<file path="config.mk">
export PLATFORM = sky130hd
export DESIGN_NAME = dpwm_top
export DESIGN_NICKNAME = d
export VERILOG_FILES = /design/src/rtl/dpwm_pkg.sv /design/src/rtl/dpwm_timebase.sv /design/src/rtl/dpwm_shadow.sv /design/src/rtl/dpwm_split.sv /design/src/rtl/dpwm_top.sv
export SDC_FILE = /design/constraint.sdc
export NUM_CORES = 1
export LEC_CHECK = 0
export BUFFER_PORTS_ARGS = -buffer_cell sky130_fd_sc_hd__buf_2
export CORE_AREA = 10 10 65 67
export DETAILED_ROUTE_END_ITERATION = 6
export DIE_AREA = 0 0 75 77
export PLACE_DENSITY = 0.76
export SYNTH_ARGS = -nofsm -noshare
export SYNTH_HDL_FRONTEND = slang
export SYNTH_HIERARCHICAL = 1
export SYNTH_SLANG_ARGS = --single-unit
export TNS_END_PERCENT = 30
</file>
<file path="constraint.sdc">
create_clock -name clk -period 3.25 [get_ports clk]
set_clock_uncertainty 0.1 [all_clocks]
set_input_delay 0.65 -clock clk [delete_from_list [all_inputs] [get_ports clk]]
set_output_delay 0.65 -clock clk [all_outputs]
set_load 0.005 [all_outputs]
</file>
<file path="src/rtl/dpwm_pkg.sv">
// Package: shared widths and the split-mode encoding for the dithered PWM.
// Assumes an 8-bit duty value and a period of 2**DUTY_W clocks.
package dpwm_pkg;
    localparam int DUTY_W = 8;

    typedef enum logic {
        SPLIT_FOUR = 1'b0,   // four sub-periods, two dither bits
        SPLIT_TWO  = 1'b1    // two sub-periods, one dither bit
    } split_e;
endpackage

</file>
<file path="src/rtl/dpwm_timebase.sv">
// Module: free-running period counter.
// Counts 0 .. 2**W-1 on every clock and flags the last position of a period,
// which is when the shadow stage loads. Assumes a synchronous active-low reset.
module dpwm_timebase #(
    parameter int W = 8
) (
    input  logic         clk,
    input  logic         rst_n,
    output logic [W-1:0] pos,
    output logic         last
);
    localparam logic [W-1:0] POS_MAX = {W{1'b1}};

    logic [W-1:0] cnt_q;

    // Advance the period position, wrapping naturally at the top.
    always_ff @(posedge clk) begin
        if (!rst_n) cnt_q <= '0;
        else        cnt_q <= cnt_q + 1'b1;
    end

    assign pos  = cnt_q;
    assign last = (cnt_q == POS_MAX);

    // the last position is followed by position zero.
    assert_wrap_R2: assert property (@(posedge clk) disable iff (!rst_n)
        (cnt_q == POS_MAX) |=> (cnt_q == '0));

    // every other position is followed by its successor.
    assert_step_R2: assert property (@(posedge clk) disable iff (!rst_n)
        (cnt_q != POS_MAX) |=> (cnt_q == W'($past(cnt_q) + 1'b1)));
endmodule

</file>
<file path="src/rtl/dpwm_shadow.sv">
// Module: duty write register plus the per-period active copy.
// The pending value follows each write. The active duty and split load together
// on the period's last edge and see a write made on that same edge.
module dpwm_shadow
    import dpwm_pkg::*;
#(
    parameter int W = 8
) (
    input  logic         clk,
    input  logic         rst_n,
    input  logic         wr_en,
    input  logic [W-1:0] wr_data,
    input  logic         split_in,
    input  logic         load,
    output logic [W-1:0] act_duty,
    output split_e       act_split
);
    logic [W-1:0] pend_q;
    logic [W-1:0] pend_next;
    logic [W-1:0] act_q;
    split_e       split_q;

    // Forward a write on this edge into the value being loaded.
    always_comb begin
        pend_next = wr_en ? wr_data : pend_q;
    end

    // Keep the most recent written duty value.
    always_ff @(posedge clk) begin
        if (!rst_n) pend_q <= '0;
        else        pend_q <= pend_next;
    end

    // Move duty and split into the active copy at the period boundary only.
    always_ff @(posedge clk) begin
        if (!rst_n) begin
            act_q   <= '0;
            split_q <= SPLIT_FOUR;
        end else if (load) begin
            act_q   <= pend_next;
            split_q <= split_e'(split_in);
        end
    end

    assign act_duty  = act_q;
    assign act_split = split_q;

    // the active duty never moves away from a period boundary.
    assert_duty_hold_R5: assert property (@(posedge clk) disable iff (!rst_n)
        !load |=> $stable(act_q));

    // the active split never moves away from a period boundary.
    assert_split_hold_R6: assert property (@(posedge clk) disable iff (!rst_n)
        !load |=> $stable(split_q));

    // a write on the boundary edge is what the new period uses.
    assert_edge_write_R5: assert property (@(posedge clk) disable iff (!rst_n)
        (load && wr_en) |=> (act_q == $past(wr_data)));
endmodule

</file>
<file path="src/rtl/dpwm_split.sv">
// Module: high-time decision for one split variant.
// Uses LO low duty bits as dither and the rest as the base. The period position
// gives the sub-period index (top LO bits) and the offset in it (remaining bits).
module dpwm_split #(
    parameter int W  = 8,
    parameter int LO = 2
) (
    input  logic         clk,
    input  logic         rst_n,
    input  logic [W-1:0] pos,
    input  logic [W-1:0] duty,
    output logic         high
);
    localparam int SUB_W = W - LO;

    logic [SUB_W-1:0] offs;
    logic [LO-1:0]    idx;
    logic [SUB_W-1:0] base;
    logic [LO-1:0]    dith;
    logic             extra;
    logic [SUB_W:0]   thresh;

    // Split position and duty into their fields and form the high time.
    always_comb begin
        offs   = pos[SUB_W-1:0];
        idx    = pos[W-1:SUB_W];
        base   = duty[W-1:LO];
        dith   = duty[LO-1:0];
        extra  = (idx < dith);
        thresh = {1'b0, base} + {{SUB_W{1'b0}}, extra};
        high   = ({1'b0, offs} < thresh);
    end

    // a zero duty value never asks for a high output.
    assert_zero_low_R8: assert property (@(posedge clk) disable iff (!rst_n)
        (duty == '0) |-> !high);

    // a sub-period with a nonzero high time opens high.
    assert_open_high_R2: assert property (@(posedge clk) disable iff (!rst_n)
        ((offs == '0) && ((base != '0) || extra)) |-> high);
endmodule

</file>
<file path="src/rtl/dpwm_top.sv">
// Module: dithered PWM generator top.
// Combines the timebase, shadow stage and both split variants. It picks one
// variant by the active split and registers the output gated by pin_en.
module dpwm_top
    import dpwm_pkg::*;
(
    input  logic              clk,
    input  logic              rst_n,
    input  logic              duty_we,
    input  logic [DUTY_W-1:0] duty_wdata,
    input  logic              split_sel,
    input  logic              pin_en,
    output logic              pwm_out
);
    localparam int NUM_SPLIT = 2;
    localparam int LO_FOUR   = 2;
    localparam int LO_TWO    = 1;

    logic [DUTY_W-1:0]    pos;
    logic                 last;
    logic [DUTY_W-1:0]    act_duty;
    split_e               act_split;
    logic [NUM_SPLIT-1:0] high_v;
    logic                 out_q;

    dpwm_timebase #(.W(DUTY_W)) u_tb (
        .clk  (clk),
        .rst_n(rst_n),
        .pos  (pos),
        .last (last)
    );

    dpwm_shadow #(.W(DUTY_W)) u_sh (
        .clk      (clk),
        .rst_n    (rst_n),
        .wr_en    (duty_we),
        .wr_data  (duty_wdata),
        .split_in (split_sel),
        .load     (last),
        .act_duty (act_duty),
        .act_split(act_split)
    );

    // One high-time slice for each split variant; index equals split_e value.
    for (genvar g = 0; g < NUM_SPLIT; g++) begin : g_split
        localparam int LO_G = (g == 0) ? LO_FOUR : LO_TWO;
        dpwm_split #(.W(DUTY_W), .LO(LO_G)) u_sp (
            .clk  (clk),
            .rst_n(rst_n),
            .pos  (pos),
            .duty (act_duty),
            .high (high_v[g])
        );
    end

    // Register the selected waveform, forced low while the pin is disabled.
    always_ff @(posedge clk) begin
        if (!rst_n) out_q <= 1'b0;
        else        out_q <= pin_en & high_v[act_split];
    end

    assign pwm_out = out_q;

    // a disabled pin gives a low output on the next clock.
    assert_pin_gate_R7: assert property (@(posedge clk) disable iff (!rst_n)
        !pin_en |=> !pwm_out);

    // the output starts low on the first edge after reset.
    assert_reset_low_R1: assert property (@(posedge clk)
        !rst_n |=> !pwm_out);
endmodule

</file>
==> results by group <==
Timing
  – Setup tns final: 0 ns
  – Number of hold violations in the final report: 0
  – Final setup viols: 0
  – Post-route minimum period: 2.719 ns
  – Part of the cycle the worst path needs: 83.66%
  – Unrepaired setup endpoints after global routing: false
  – Peak Freq: 0.3678 GHz
  – Final slew viol count: 0
  – Setup ws final: 0.5311 ns
  – Slew margin rel.: 29.74%
  – Worst-Margin Slew: 1.050 ns

Placed design
  – Dpl cells: 196
  – Placement Setup Slack: 0.6425 ns
  – Instance area at placement: 1516 sq um
  – GPL Wtd Cong: 0.8047
  – Port Buf Inserts: 13
  – HPWL Detailed: 2149 um

Routing
  – Vias: 1,114
  – DR DRC count: 0
  – Via-to-Cell Ratio: 5.570
  – Final ANT Viol Nets: 0
  – Detailed Route WL: 2858 um
  – WL per Instance: 14.29 um
  – Initial DRC count: 77
  – Drt pass-1 iters: 4

Layout
  – Post-route cell area: 1569 sq um
  – Fillers: 278
  – Area Growth Syn to Fin: 7.824%
  – Util after Layout: 52.69%
  – Highest-count cells in the layout ignoring fill and taps: 26 x dfxtp_1, 18 x ha_1, 15 x a21oi_1
  – Share of cells above drive strength 1: 11.38%
  – Final nets: 199
  – Commonest non-fill, non-tap cell in the layout: dfxtp_1
  – Area of the multi-input gates: 878.3 sq um
  – Cell Count, Final, Fillers Out: 200
  – # diodes: 0
  – Seq. cell area: 520.5 sq um

Clock tree
  – CTS Sinks: 26
  – H-Tree Depth: 1
  – Resized cells post-CTS: 0
  – CTS tree: done
  – CTS root buffer: clkbuf_4
  – Worst skew pair latency: 0.33 ns
  – Clock buffer depth: 2
  – CTS Buf Count: 3
  – # hold bufs at CTS: 0
  – Setup bufs post-CTS: 0
  – Clock slew at reported path FFs: 0.14 ns

Synth
  – Synth Register Bits: 26
  – Synth Area in XOR/XNOR: 7.223%
  – Largest family of logic cells by synthesized area: simple AND/OR/NAND/NOR gates
  – Area share of and/or/nand/nor cells after synthesis: 17.97%
  – Share of the yosys chip area belonging to registers: 35.77%
  – Synth warn: 6
  – Synthesized net count: 185
  – Mapped Area: 1455 sq um
  – Post-Synth Adder-Cell Area: 15.48%
  – Synth Area per Inst: 9.449 sq um
  – Compound-cell area share of the yosys netlist: 12.81%
  – Proportion of synthesized area in mux cells: 6.879%
  – Post-synthesis cell count: 154
  – Synth unique cells: 26

Worst setup path
  – Cell family with most CP delay: adder cells
  – FF-to-FF path depth: 13
  – CP arrival: 2.90 ns
  – CP endpoint kind: register
  – CP Class: register to register
  – Cell Chain, Critical Path: inv_1, ha_1, a21oi_1, ha_1, ha_1, nand3_1, xor2_1, ha_1, a21o_1, a21oi_1, a32o_1, mux2i_1, nor2_1
  – Slowest CP cell: dfxtp_1
  – CP Max Fanout: 3
  – CP peak stage delay: 0.37 ns
  – Crit path buffers/inverters: 1
  – Most frequent CP cell: ha_1
  – Startpoint types: register
  – Worst Path Required: 3.43 ns
  – Crit. path cell count: 13

Min path
  – Min-delay worst type: register to register
  – Hold Crit Depth: 1

Floorplanning
  – Chip Width: 75 um
  – Starting Density: 48.87%
  – Height of the chip: 77 um
  – Num ports: 14
  – Die footprint: 5775 sq um
  – Site Rows: 20
  – Area of the core: 2978 sq um

GRT
  – Global-route usage over all layers: 10.74%
  – First-pass GRT wire length: 5002 um
  – Vias in the first global route: 1,155
  – Initial antenna violation count: 0
  – Total gr overflow: 0
  – Largest net degree at the start of global routing: 27

Power
  – Maximum vdd drop: 0.2063 mV
  – Power per cell area: 388.0 nW/um^2
  – P_leak: 0.0006706 uW

Run
  – Max-cap violations: 0

Run status
  – Outcome: complete, no violations
[area by class of cell]
type | instances | share of cell area [%]
clock buffers | 3 | 1.435
clock inverters | 1 | 1.914
inverters | 3 | 0.7177
multi-input cells | 121 | 55.98
flip-flops and latches | 26 | 33.17
well taps | 33 | 2.632
repair buffers | 13 | 4.147
[routing by layer]
| layer | GRT usage (%) | vias to the layer above | part of all wire, % |
|---|---|---|---|
| li1 | - | 569 | - |
| met1 | 12.67 | 514 | 44 |
| met2 | 16.65 | 21 | 48 |
| met3 | 3.475 | 10 | 4.4 |
| met4 | 5.492 | 0 | 3.1 |
| met5 | 0 | - | 0 |
[cell families (layout without fill, tap and decap cells)]
family | after synthesis | in the layout
buffers and inverters | 7 | 20
AOI/OAI and AO/OA | 34 | 34
and+or+nand+nor | 47 | 47
muxes | 10 | 10
adders and majority gates | 18 | 18
xor gates and xnor gates | 12 | 12
DFF | 26 | 26
[synthesized netlist by cell type]
cell type,instances,share of area (%)
dfxtp_1,26,36
nor2_1,3,0.77
and2_1,4,1.7
nand3_2,1,0.69
xnor2_1,5,3.0
a21boi_1,2,1.0
nand2_1,7,1.8
o22ai_1,1,0.43
o21ai_0,12,4.1
inv_1,3,0.77
and3_2,1,0.52
a21o_1,1,0.52
mux2i_1,10,6.9
a32o_1,1,0.69
ha_1,18,15
a21boi_0,1,0.52
o21ai_1,1,0.34
and3_1,1,0.43
nand2b_1,2,0.86
xor2_1,7,4.2
a21oi_1,15,5.2
nand4_1,3,1.3
buf_6,4,3.1
nor2b_1,12,5.2
nand3_1,10,3.4
or3_1,3,1.3
[flip-flops by register name, indices dropped and copies added, names as in the netlist]
name,cells
u_tb/pos,8
pwm_out,1
u_sh/pend_q,8
u_sh/act_split,1
u_sh/act_duty,8
[through the flow]
stage | total power [uW] | hold WS (ns)
after global placement | 389.7 | 0.3775
final | 608.7 | 0.4088
after detailed placement | 393.3 | 0.3760
after CTS | 615.2 | 0.4137
after floorplan | 377.1 | 0.3435
after global routing | 637.7 | 0.4397
[where the power goes]
group | switching [uW] | internal [uW] | total [uW]
registers | 6.05 | 328 | 334
logic | 24.9 | 27.0 | 52.0
clock network | 97.5 | 125 | 222
total | 129 | 480 | 609
[path summary, 6_finish.rpt]
kind	slack, ns	endpoint	startpoint
worst min-delay path	0.41	u_tb/pos[0]$_SDFF_PN0_	u_tb/pos[0]$_SDFF_PN0_
worst min register to register	0.41	u_tb/pos[0]$_SDFF_PN0_	u_tb/pos[0]$_SDFF_PN0_
worst max register to register	0.53	pwm_out$_SDFF_PN0_	u_sh/act_duty[1]$_SDFFE_PN0P_
worst max-delay path	0.53	pwm_out$_SDFF_PN0_	u_sh/act_duty[1]$_SDFFE_PN0P_
Power figures use the tool's default switching activity.
